**src/rtl/spi_pkg.sv**
```systemverilog
// Package: shared control-register type and host address map for the
// serial byte shifter. Assumes an 8-bit or wider host data path.
package spi_pkg;
    typedef struct packed {
        logic [1:0] rate;
        logic       cpha;
        logic       cpol;
        logic       master;
        logic       en;
    } spi_ctrl_t;

    localparam logic [1:0] ADR_CTRL = 2'd0;
    localparam logic [1:0] ADR_STAT = 2'd1;
    localparam logic [1:0] ADR_DATA = 2'd2;
endpackage

```
**src/rtl/spi_rate_gen.sv**
```systemverilog
// Module: master clock divider. Emits a one-cycle tick every half SCK
// period while run is high; half-period is 1, 2, 8 or 16 system clocks.
// Assumes DIVW is wide enough to hold the largest half-period minus one.
module spi_rate_gen #(
    parameter int DIVW = 5
) (
    input  logic       clk,
    input  logic       rst_n,
    input  logic       run,
    input  logic [1:0] rate,
    output logic       tick
);
    logic [DIVW-1:0] cnt;
    logic [DIVW-1:0] half_m1;

    // Terminal count for the selected rate.
    always_comb begin
        half_m1 = (rate[1] ? (DIVW'(8) << rate[0]) : (DIVW'(1) << rate[0])) - DIVW'(1);
        tick    = run && (cnt == half_m1);
    end

    // Half-period counter, cleared while idle and at each tick.
    always_ff @(posedge clk) begin
        if (!rst_n)            cnt <= '0;
        else if (!run || tick) cnt <= '0;
        else                   cnt <= cnt + DIVW'(1);
    end
endmodule

```
**src/rtl/spi_shift_core.sv**
```systemverilog
// Module: shared shift engine for master and slave modes. Counts SCK edges,
// samples on phase-selected edges, shifts MSB first and pulses complete one
// clock after the eighth sample. Slave inputs are synchronized with two
// flops, so the external SCK must be slow against clk.
module spi_shift_core #(
    parameter int W  = 8,
    parameter int CW = $clog2(2 * W)
) (
    input  logic         clk,
    input  logic         rst_n,
    input  logic         en,
    input  logic         master,
    input  logic         cpol,
    input  logic         cpha,
    input  logic         tick,
    input  logic         start,
    input  logic         load,
    input  logic [W-1:0] din,
    input  logic         sck_in,
    input  logic         mosi_in,
    input  logic         miso_in,
    input  logic         ss_n,
    output logic         sck_o,
    output logic         ser_o,
    output logic [W-1:0] shreg_o,
    output logic         active,
    output logic         complete,
    output logic         sel_o,
    output logic         mrun
);
    logic [1:0]    sck_sy, ss_sy, mosi_sy;
    logic          sck_prev, ss_prev;
    logic [CW-1:0] cnt;
    logic          fin, mbusy, sck_q, ser_q;
    logic [W-1:0]  shreg;
    logic          sel, ev, samp, last, in_bit;

    // Two-stage synchronizers for the slave-side inputs plus edge history.
    always_ff @(posedge clk) begin
        if (!rst_n) begin
            sck_sy   <= '0;
            ss_sy    <= '1;
            mosi_sy  <= '0;
            sck_prev <= 1'b0;
            ss_prev  <= 1'b1;
        end else begin
            sck_sy   <= {sck_sy[0], sck_in};
            ss_sy    <= {ss_sy[0], ss_n};
            mosi_sy  <= {mosi_sy[0], mosi_in};
            sck_prev <= sck_sy[1];
            ss_prev  <= ss_sy[1];
        end
    end

    // Edge event, sampling-edge and last-sample decode.
    always_comb begin
        sel    = !master && !ss_sy[1];
        ev     = master ? (mbusy && tick && !fin) : (sel && (sck_sy[1] != sck_prev));
        in_bit = master ? miso_in : mosi_sy[1];
        samp   = (cnt[0] == cpha);
        last   = samp && (cnt == (CW'(2 * W - 2) | CW'(cpha)));
    end

    // Shift register, edge counter, master clock and completion pulse.
    always_ff @(posedge clk) begin
        if (!rst_n) begin
            shreg <= '0;
            ser_q <= 1'b0;
            cnt   <= '0;
            fin   <= 1'b0;
            mbusy <= 1'b0;
            sck_q <= 1'b0;
        end else if (!en) begin
            cnt   <= '0;
            fin   <= 1'b0;
            mbusy <= 1'b0;
            sck_q <= cpol;
        end else begin
            fin <= ev && last;
            if (fin && master) mbusy <= 1'b0;
            if (!mbusy || fin) sck_q <= cpol;
            else if (ev)       sck_q <= ~sck_q;
            if (start || load) begin
                shreg <= din;
                ser_q <= din[W-1];
                if (start) begin
                    mbusy <= 1'b1;
                    cnt   <= '0;
                end
            end else if (ev) begin
                cnt <= cnt + CW'(1);
                if (samp) shreg <= {shreg[W-2:0], in_bit};
                else      ser_q <= shreg[W-1];
            end else if (!master && ss_prev && !ss_sy[1]) begin
                cnt   <= '0;
                ser_q <= shreg[W-1];
            end
            if (!master && ss_sy[1]) cnt <= '0;
        end
    end

    // Output view of the engine state.
    always_comb begin
        sck_o    = sck_q;
        ser_o    = ser_q;
        shreg_o  = shreg;
        active   = master ? mbusy : (cnt != '0);
        complete = fin;
        sel_o    = sel;
        mrun     = mbusy;
    end
endmodule

```
**src/rtl/spi_xfer_unit.sv**
```systemverilog
// Module: top of the serial byte shifter. Holds the host registers (control,
// status flags, receive buffer) and decodes the write/collision/lock rules
// around the shared shift engine and the master rate divider.
// Assumes W >= 8 so the control and status fields fit the host data path.
module spi_xfer_unit #(
    parameter int W    = 8,
    parameter int DIVW = 5
) (
    input  logic         clk,
    input  logic         rst_n,
    input  logic         host_wr,
    input  logic         host_rd,
    input  logic [1:0]   host_addr,
    input  logic [W-1:0] host_wdata,
    output logic [W-1:0] host_rdata,
    input  logic         sck_in,
    output logic         sck_out,
    input  logic         mosi_in,
    output logic         mosi_out,
    input  logic         miso_in,
    output logic         miso_out,
    output logic         miso_oe,
    input  logic         ss_n
);
    import spi_pkg::*;

    localparam int CTRLW = $bits(spi_ctrl_t);

    spi_ctrl_t    ctrl_q;
    logic         done_q, wcol_q, armed_q;
    logic [W-1:0] rx_buf;
    logic         en_w, master_w, cpol_w, cpha_w;
    logic         active_w, complete_w, sel_w, mrun_w, tick_w, ser_w;
    logic [W-1:0] shreg_w;
    logic         data_wr_w, data_acc_w, stat_rd_w, clear_seq, locked;
    logic         collide_w, accept_w, start_w, load_w;

    // Control field fan-out and host access decode.
    always_comb begin
        en_w       = ctrl_q.en;
        master_w   = ctrl_q.master;
        cpol_w     = ctrl_q.cpol;
        cpha_w     = ctrl_q.cpha;
        data_wr_w  = host_wr && (host_addr == ADR_DATA);
        data_acc_w = (host_wr || host_rd) && (host_addr == ADR_DATA);
        stat_rd_w  = host_rd && (host_addr == ADR_STAT);
        clear_seq  = armed_q && data_acc_w;
        locked     = (done_q || wcol_q) && !clear_seq;
        collide_w  = data_wr_w && en_w && active_w;
        accept_w   = data_wr_w && en_w && !active_w && !locked;
        start_w    = accept_w && master_w;
        load_w     = accept_w && !master_w;
    end

    // Control register write.
    always_ff @(posedge clk) begin
        if (!rst_n)                                    ctrl_q <= '0;
        else if (host_wr && host_addr == ADR_CTRL)     ctrl_q <= spi_ctrl_t'(host_wdata[CTRLW-1:0]);
    end

    // Status flags, clearing-sequence arm and receive buffer.
    always_ff @(posedge clk) begin
        if (!rst_n) begin
            done_q  <= 1'b0;
            wcol_q  <= 1'b0;
            armed_q <= 1'b0;
            rx_buf  <= '0;
        end else begin
            if (clear_seq)                            armed_q <= 1'b0;
            else if (stat_rd_w && (done_q || wcol_q)) armed_q <= 1'b1;
            if (complete_w)     done_q <= 1'b1;
            else if (clear_seq) done_q <= 1'b0;
            if (collide_w)      wcol_q <= 1'b1;
            else if (clear_seq) wcol_q <= 1'b0;
            if (complete_w)     rx_buf <= shreg_w;
        end
    end

    // Host read mux.
    always_comb begin
        case (host_addr)
            ADR_CTRL: host_rdata = {{(W-CTRLW){1'b0}}, ctrl_q};
            ADR_STAT: host_rdata = {done_q, wcol_q, {(W-2){1'b0}}};
            ADR_DATA: host_rdata = rx_buf;
            default:  host_rdata = '0;
        endcase
    end

    spi_rate_gen #(.DIVW(DIVW)) u_rate (
        .clk(clk), .rst_n(rst_n), .run(mrun_w), .rate(ctrl_q.rate), .tick(tick_w)
    );

    spi_shift_core #(.W(W)) u_core (
        .clk(clk), .rst_n(rst_n), .en(en_w), .master(master_w), .cpol(cpol_w),
        .cpha(cpha_w), .tick(tick_w), .start(start_w), .load(load_w),
        .din(host_wdata), .sck_in(sck_in), .mosi_in(mosi_in), .miso_in(miso_in),
        .ss_n(ss_n), .sck_o(sck_out), .ser_o(ser_w), .shreg_o(shreg_w),
        .active(active_w), .complete(complete_w), .sel_o(sel_w), .mrun(mrun_w)
    );

    // Serial pin outputs.
    always_comb begin
        mosi_out = en_w && master_w && ser_w;
        miso_out = ser_w;
        miso_oe  = en_w && !master_w && !ss_n;
    end
endmodule

```
**config.mk**
```make
export PLATFORM = sky130hd
export DESIGN_NAME = spi_xfer_unit
export DESIGN_NICKNAME = d
export VERILOG_FILES = /design/src/rtl/spi_pkg.sv /design/src/rtl/spi_rate_gen.sv /design/src/rtl/spi_shift_core.sv /design/src/rtl/spi_xfer_unit.sv
export SDC_FILE = /design/constraint.sdc
export NUM_CORES = 1
export LEC_CHECK = 0
export ABC_AREA = 1
export ABC_CLOCK_PERIOD_IN_PS = 4300
export BUFFER_PORTS_ARGS = -buffer_cell sky130_fd_sc_hd__buf_2
export CELL_PAD_IN_SITES_DETAIL_PLACEMENT = 0
export CELL_PAD_IN_SITES_GLOBAL_PLACEMENT = 2
export CORE_MARGIN = 2
export CORE_UTILIZATION = 35
export CTS_BUF_LIST = sky130_fd_sc_hd__clkbuf_8
export DETAILED_ROUTE_END_ITERATION = 10
export PLACE_DENSITY = 0.93
export RECOVER_POWER = 25
export SLEW_MARGIN = 10
export SYNTH_ARGS = -nofsm -noshare
export SYNTH_HDL_FRONTEND = slang
export SYNTH_SLANG_ARGS = --single-unit
export TNS_END_PERCENT = 5
```
**constraint.sdc**
```tcl
create_clock -name clk -period 4.3 [get_ports clk]
set_input_delay 0.43 -clock clk [delete_from_list [all_inputs] [get_ports clk]]
set_output_delay 0.43 -clock clk [all_outputs]
set_load 0.02 [all_outputs]
```
After elaboration in Yosys (flattened, before gate mapping)
Index checks and enable logic that the tools add are counted.
Cells by class
  add/subtract/negate cells: 3
  equality and inequality tests: 9
  shift operators: 2
  muxes and demuxes: 25
  bitwise operators: 3
  reductions and logical operators: 55
Operators with widths (count)
  logical AND 1 bit: 28
  2-to-1 mux 8 bit: 3
  one-hot mux 8 bit (3 select lines): 1
  2-to-1 mux 1 bit: 16
  2-to-1 mux 4 bit: 4
  zero test 1 bit: 8
  nonzero test 2 bit: 4
  AND reduction 3 bit: 2
  adder 5 x 1 -> 5 bit, second input constant: 1
  equality test 5 bit: 1
  logical OR 1 bit: 5
  2-to-1 mux 5 bit: 1
  << shifter 1 x 1 -> 5 bit, first input constant: 1
  << shifter 4 x 1 -> 5 bit, first input constant: 1
  subtractor 5 x 2 -> 5 bit, second input constant: 1
  adder 4 x 1 -> 4 bit, second input constant: 1
  equality test 4 bit: 1
  AND reduction 2 bit: 2
  nonzero test 4 bit: 1
  OR reduction 2 bit: 2
  inequality test 3 x 1 -> 1 bit, second input constant: 1
  inequality test 3 bit, second input constant: 1
  inverter 1 bit: 3
  nonzero test 3 bit: 1
  other kinds (7): 7
Storage, ports and cells
  register bits after elaboration: 46
  input port bits: 18
  output and inout port bits: 12
  logic and storage cells: 118

Depth between registers and ports, before layout
Gate-level depths: netlist of the first run.
  word-level depth: 11
  mapped depth: 15
  depth with buffers taken out: 15

Cells and area by module
A second synthesis of the first run with hierarchy kept.
Second synthesis, totals
  cells, all modules: 327
  area, all modules: 2249.7 um^2
By module, submodules not included
  spi_shift_core: times used 1, cells an instance 170, area an instance 1178.6 um^2
  spi_xfer_unit: times used 1, cells an instance 111, area an instance 769.5 um^2
  spi_rate_gen: times used 1, cells an instance 46, area an instance 301.5 um^2

Worst setup path before layout of the first run
Ideal clock, no wire load.
  kind: reg2reg
  start point: register ctrl_q[4] in the netlist's numbering
  end point: register u_core.shreg[0] (netlist: u_core.shreg_o[0])
  arrival: 1761 ps
  required time: 4236 ps
  slack: 2475 ps
  cell stages (with the launch flop): 15
  path buffers: 0
  clock period less this slack: 1825 ps
  cell sequence: dfxtp_1 -> nor2_1 -> inv_1 -> ha_1 -> nand2_1 -> nand3_1 -> nor2_1 -> nand3_1 -> nand2_1 -> inv_1 -> nand2_2 -> nand2_2 -> clkinv_2 -> nor2_1 -> nor2_1
On the way
  cells in the longest elaborated chain, start to end: 10
  elaborated cells on any way between the ends: 11
  classes of those cells: 1 x add/sub; 1 x eq/ne; 2 x shift; 2 x mux; 5 x reduce/logical
RTL lines
  from (decl): RTL line spi_xfer_unit.sv:29  | spi_ctrl_t ctrl_q;
  from (signal assigned): RTL line spi_xfer_unit.sv:58  | else if (host_wr && host_addr == ADR_CTRL) ctrl_q <= spi_ctrl_t'(host_wdata[CTRLW-1:0]);
  << shifter 1 x 1 -> 5 bit or << shifter 4 x 1 -> 5 bit (tied branches): RTL line spi_rate_gen.sv:18  | half_m1 = (rate[1] ? (DIVW'(8) << rate[0]) : (DIVW'(1) << rate[0])) - DIVW'(1);
  2-to-1 mux 5 bit *: RTL line spi_rate_gen.sv:18
  subtractor 5 x 2 -> 5 bit *: RTL line spi_rate_gen.sv:18
  equality test 5 bit *: RTL line spi_rate_gen.sv:19  | tick = run && (cnt == half_m1);
  logical AND 1 bit *: RTL line spi_rate_gen.sv:19
  logical AND 1 bit * (2 in series): RTL line spi_shift_core.sv:58  | ev = master ? (mbusy && tick && !fin) : (sel && (sck_sy[1] != sck_prev));
  2-to-1 mux 1 bit *: RTL line spi_shift_core.sv:58
  nonzero test 2 bit (no line) *
  AND reduction 3 bit (no line) *
  to (signal assigned): RTL line spi_shift_core.sv:84  | shreg <= din;
  to (signal assigned): RTL line spi_shift_core.sv:92  | if (samp) shreg <= {shreg[W-2:0], in_bit};
  to (decl): RTL line spi_shift_core.sv:35  | logic [W-1:0] shreg;
Mark *: on every way between the ends. The rest lies on a longest branch, timed or not.
A chain may end at the register's enable or synchronous reset.

Worst setup path after layout of the first run
  start point: register ctrl_q[4] in the netlist's numbering
  end point: register u_core.shreg[2] (netlist: u_core.shreg_o[2])
The elaborated chain is that of the path after synthesis.

==> results of run 1 <==
==> cells by family after synthesis <==
logic type	after synthesis	synth area share
AO/OA/AOI/OAI	46	0.115
XOR/XNOR	4	0.0158
adder cells (fa/ha/maj)	4	0.0226
buffers and inverters	51	0.101
flip-flops	46	0.416
AND/OR/NAND/NOR	171	0.330
==> where the power goes <==
| part | internal (mW) | switching, mW | leakage [nW] |
|---|---|---|---|
| combinational | 0.0214 | 0.0395 | 0.746 |
| clock | 0.107 | 0.140 | 0.0466 |
| sequential | 0.432 | 0.00590 | 0.373 |
==> cell type report <==
cell class / instances / area [sq um]
clock buffers: 5 / 68.8
clock inverters: 2 / 7.51
fillers: 678 / 3560
inverters: 44 / 166
multi-input cells: 225 / 1070
flip-flops and latches: 46 / 921
well taps: 75 / 93.8
repair buffers: 29 / 143
==> state kept, by name, indices dropped and copies added (netlist names), 2 cells and up <==
register / flops
rx_buf: 8
u_core.shreg_o: 8
u_rate.cnt: 5
u_core.cnt: 4
ctrl_q: 2
u_core.mosi_sy: 2
u_core.sck_sy: 2
u_core.ss_sy: 2
==> synth_stat cells, drive strengths merged <==
| library cell | instances | area [sq um] |
|---|---|---|
| a21oi | 11 | 66.3 |
| nor3b | 1 | 7.51 |
| clkbuf | 2 | 7.51 |
| a31oi | 2 | 12.5 |
| nand3b | 8 | 60.1 |
| nor2 | 56 | 210 |
| clkinv | 1 | 5.00 |
| nand3 | 12 | 65.1 |
| buf | 5 | 48.8 |
| o22ai | 2 | 12.5 |
| nand4 | 3 | 18.8 |
| xnor2 | 1 | 8.76 |
| dfxtp | 46 | 921 |
| nand2 | 81 | 312 |
| xor2 | 3 | 26.3 |
| ha | 4 | 50.1 |
| or2 | 6 | 37.5 |
| inv | 43 | 161 |
| o21ai | 29 | 145 |
| nor3 | 4 | 20.0 |
| a22o | 2 | 17.5 |
==> routing by layer <==
layer / wire length, um / global-route usage / share of wire
met1: 2760 / 0.235 / 0.51
met2: 2310 / 0.255 / 0.43
met3: 285 / 0.0356 / 0.053
met4: 62 / 0.0440 / 0.011
met5: 0 / 0 / 0
==> worst paths after layout <==
path / startpoint / endpoint / slack [ps] / cells after the start
worst max register to register: ctrl_q[4] / u_core.shreg_o[2] / 2050 / 15
worst min-delay path: sck_in / u_core.sck_sy[0] / 310 / 3
worst min register to register: u_core.sck_sy[0] / u_core.sck_sy[1] / 420 / 2
worst max-delay path: ctrl_q[4] / u_core.shreg_o[2] / 2050 / 15
==> cells in the final DEF (no fill, tap or decap), drive strengths merged, types with 2 or more instances in the layout <==
master,netlist,final
nand2,81,81
nor2,56,56
dfxtp,46,46
inv,43,45
o21ai,29,29
buf,5,27
nand3,12,12
a21oi,11,11
nand3b,8,8
clkbuf,2,7
or2,6,6
nor3,4,4
ha,4,4
nand4,3,3
xor2,3,3
a22o,2,2
o22ai,2,2
a31oi,2,2
==> worst register-to-register path, cell delays in order, from the launching register on <==
cell and delay [ps]:
dfxtp_1 370, nor2_1 180, inv_1 60, ha_1 300
inv_1 60, nand2_1 40, nand3_1 50, nor2_1 60
nand3_1 110, nand2_1 180, inv_1 180, nand2_2 150
nand2_2 110, clkinv_2 110, nor2_1 140, nor2_1 60
==> flow_summary.ini, run 1 <==
[outcome]
status = finished clean

[critical_path]
path_class = register to register
cp.buffers_inverters = 4
path_max_fanout = 9
start_kind = register
critical-path-max-stage-delay_ps = 370
crit_top_cell = nor2_1
path_delay_family = simple AND/OR/NAND/NOR gates
required_ps = 4490
end_kind = register
cp.arrival_ps = 2450
crit_chain = nor2_1 -> inv_1 -> ha_1 -> inv_1 -> nand2_1 -> nand3_1 -> nor2_1 -> nand3_1 -> nand2_1 -> inv_1 -> nand2_2 -> nand2_2 -> clkinv_2 -> nor2_1 -> nor2_1
cp_slowest_cell = dfxtp_1

[logic_synthesis]
netlist_area_sq_um = 2210
syn_nets = 344
synth_cell_type_count = 30
syn_inst = 322
ys_seq_elements = 46
avgSynthCellArea_sq_um = 6.87
seq_area_frac_synth = 0.416
yosysWarnings = 0

[job]
maxCapViolations = 0

[cells_and_area]
syn2layout_area_growth_pct = 11.6
diodes = 0
drive_above_1_share = 0.125
fin_util = 0.410
instances_no_fill = 426
final_area_sq_um = 2470
fin_nets = 373

[clock_tree]
postCtsSetupBuffers = 0
cts_buffers = 5
clkSinkCount = 46
clockBufferDepth = 2
cts_tree = yes
clock-root-buffer = clkbuf_8
path_clk_slew_ps = 80
h-tree-depth = 2
ctsResizeCount = 0
clkLatencyLatePin_ps = 290
ctsHoldBuffers = 0

[global_route]
first_global_vias = 1885
antenna_found_initial = 0
overflow = 0
grt_usage = 0.166
grt_max_degree = 35
grt_pass1_wl_um = 9320

[die]
die_h_um = 83.5
start_util = 0.367
die_x_um = 83.5
io_pins = 30
fp-row-count = 28
core_sq_um = 6030
dieArea_sq_um = 6980

[place]
io_buffers = 29
post-place-ws_ps = 2080
dpl_cell_area_sq_um = 2400
dp_cells = 419
gp_congestion = 0.836
dp_hpwl_um = 3980

[timing]
skew_ps = 3.25
hold_ws_ps = 311
layout_min_cycle_time_ps = 2250
setup_viol = 0
period_share = 0.524
drv_slew = 0
slew_headroom = 0.0275
finalHoldViolations = 0
max_freq_ghz = 0.444
rsz0062_at_grt = no
worst_slack_ps = 2050
tightest_slew_ps = 1460
setup_tns_ps = 0

[power_and_ir_drop]
leakagePower_nw = 1.17
peakVddDrop_uv = 155
powerDensity_nw_per_um2 = 302
power_mw = 0.746

[route]
via_count = 1997
firstDrtPassIters = 4
vias_per_cell = 4.69
routed_wirelength_um = 5420
wl_per_cell_um = 12.7
dr.first_iter.drc_count = 176
drc = 0
ant_nets = 0

[min_path]
hold_path.class = input port to register
Note: power is estimated with default switching activity, not from simulation.
==> inputs of run 2 (changes only) <==
Settings changed: ABC_CLOCK_PERIOD_IN_PS 4300 to 2000, CORE_UTILIZATION 35 to 29, PLACE_DENSITY 0.93 to 0.83.
Clock period 4.3 ns to 2 ns, I/O delays scaled along.
==> flow_summary.ini, run 2 (synthesized netlist as in run 1, its figures left out) <==
[outcome]
status = finished clean

[cells_and_area]
fill_cells = 836
fin_nets = 390
instances_no_fill = 468
layout_common_cells = nand2_1, nor2_1, dfxtp_1, inv_1, buf_2
mostFrequentLayoutCell = nand2_1
fin_util = 0.364
diodes = 0
drive_above_1_share = 0.192
syn2layout_area_growth_pct = 20.7

[power_and_ir_drop]
seqPwrFrac = 0.561
p_int_mw = 1.24
power_frac_comb = 0.093
peakVddDrop_uv = 221
powerDensity_nw_per_um2 = 628
leakagePower_nw = 1.26
power_frac_clock = 0.346
p_sw_mw = 0.440
sw_frac_of_total = 0.263

[job]
maxCapViolations = 0

[clock_tree]
cts_buffers = 5
clockBufferDepth = 2
clkLatencyLatePin_ps = 310
clkSinkCount = 46
cts_tree = yes
h-tree-depth = 2
clock-root-buffer = clkbuf_8
path_clk_slew_ps = 90

[timing]
setup_tns_ps = 0
skew_ps = 12.5
drv_slew = 0
setup_viol = 0
slew_headroom = 0.433
layout_min_cycle_time_ps = 1800
finalHoldViolations = 0
period_share = 0.899
rsz0062_at_grt = no
max_freq_ghz = 0.556
tightest_slew_ps = 850

[route]
routed_wirelength_um = 5760
vias_per_cell = 4.52
via_count = 2114
drc = 0
wl_per_cell_um = 12.3
firstDrtPassIters = 4
dr.first_iter.drc_count = 85
ant_nets = 0

[global_route]
grt_usage = 0.147
grt_pass1_wl_um = 9800
first_global_vias = 2020
grt_max_degree = 21
overflow = 0
antenna_found_initial = 0

[critical_path]
critical-path-max-stage-delay_ps = 380
cp.arrival_ps = 2000
crit_chain = nor2_4 -> inv_1 -> ha_1 -> nand2_1 -> nand3_1 -> nor2_2 -> nand3_1 -> nand2_1 -> inv_2 -> nand2_4 -> buf_4 -> nand3b_1 -> nand2_1 -> nor2_1
crit_top_cell = nand2_1
required_ps = 2200
path_max_fanout = 6
cp_slowest_cell = dfxtp_4
path_delay_family = simple AND/OR/NAND/NOR gates
start_kind = register
cp.buffers_inverters = 3
end_kind = register
path_class = register to register

[die]
die_h_um = 91.4
start_util = 0.302
io_pins = 30
die_x_um = 91.4
core_sq_um = 7330
fp-row-count = 31
dieArea_sq_um = 8350

[place]
io_buffers = 29
dp_cells = 455
dp_hpwl_um = 4520
gp_congestion = 0.775

[min_path]
hold_path.class = input port to register
==> run 2: cell types whose count changed in the layout (fill, tap and decap cells not counted), moves of 2 or more <==
| cell | before | now |
|---|---|---|
| inv_1 | 44 | 40 |
| inv_2 | 1 | 3 |
| dfxtp_1 | 46 | 44 |
| buf_4 | 0 | 17 |
| nor2_1 | 56 | 54 |
==> run 2: worst min-delay path, stage by stage <==
cell and delay [ps]:
buf_2 70, nand2_1 40, inv_1 40
==> run 2: layout make-up <==
type                    instances  area [sq um]  share of cell area
clock buffers                   5          68.8              0.0258
inverters                      44           168              0.0628
multi-input cells             225          1090               0.409
well taps                      99           124              0.0464
repair buffers                 46           272               0.102
clock inverters                 3          21.3             0.00796
flip-flops and latches         46           926               0.347
==> run 2: layer usage <==
layer | GRT usage | wire (um) | part of all wire | vias to the layer above
li1 | - | - | - | 1103
met1 | 0.187 | 2670 | 0.46 | 972
met2 | 0.255 | 2840 | 0.49 | 32
met3 | 0.0274 | 185 | 0.032 | 7
met4 | 0.0391 | 61 | 0.011 | 0
met5 | 0 | 0 | 0 | -
==> run 2: metrics by stage <==
stage                     instance area [sq um]  power [mW]  hold slack [ps]  worst slack, ps
final                                      2670        1.68             73.2              202
after detailed placement                   2520        1.11              386             59.1
after global placement                     2520        1.11              382              109
after CTS                                  2610        1.70             64.8             46.2
after floorplan                            2210        1.05              298              175
after global routing                       2670        1.78              104           0.0755
==> run 2: power groups by stage <==
stage | combinational, mW | sequential, mW | clock (mW)
3_5_place_dp | 0.149 | 0.962 | 0
4_1_cts | 0.150 | 0.941 | 0.608
3_3_place_gp | 0.151 | 0.962 | 0
5_1_grt | 0.179 | 0.944 | 0.653
2_1_floorplan | 0.0885 | 0.961 | 0
6_report | 0.156 | 0.941 | 0.580
==> run 2: final timing paths <==
check	from	slack (ps)	endpoint	depth (start not counted)
setup reg to reg	ctrl_q[4]	200	u_core.shreg_o[5]	14
setup / recovery	ctrl_q[4]	200	u_core.shreg_o[5]	14
hold reg to reg	u_core.mosi_sy[0]	420	u_core.mosi_sy[1]	2
hold / removal	sck_in	70	u_core.sck_sy[0]	3
==> run 2: repair_timing <==
item,CTS,global route
setup endpoints to repair,0,13
resized for setup,0,11
hold buffers,0,0
setup buffers,0,5
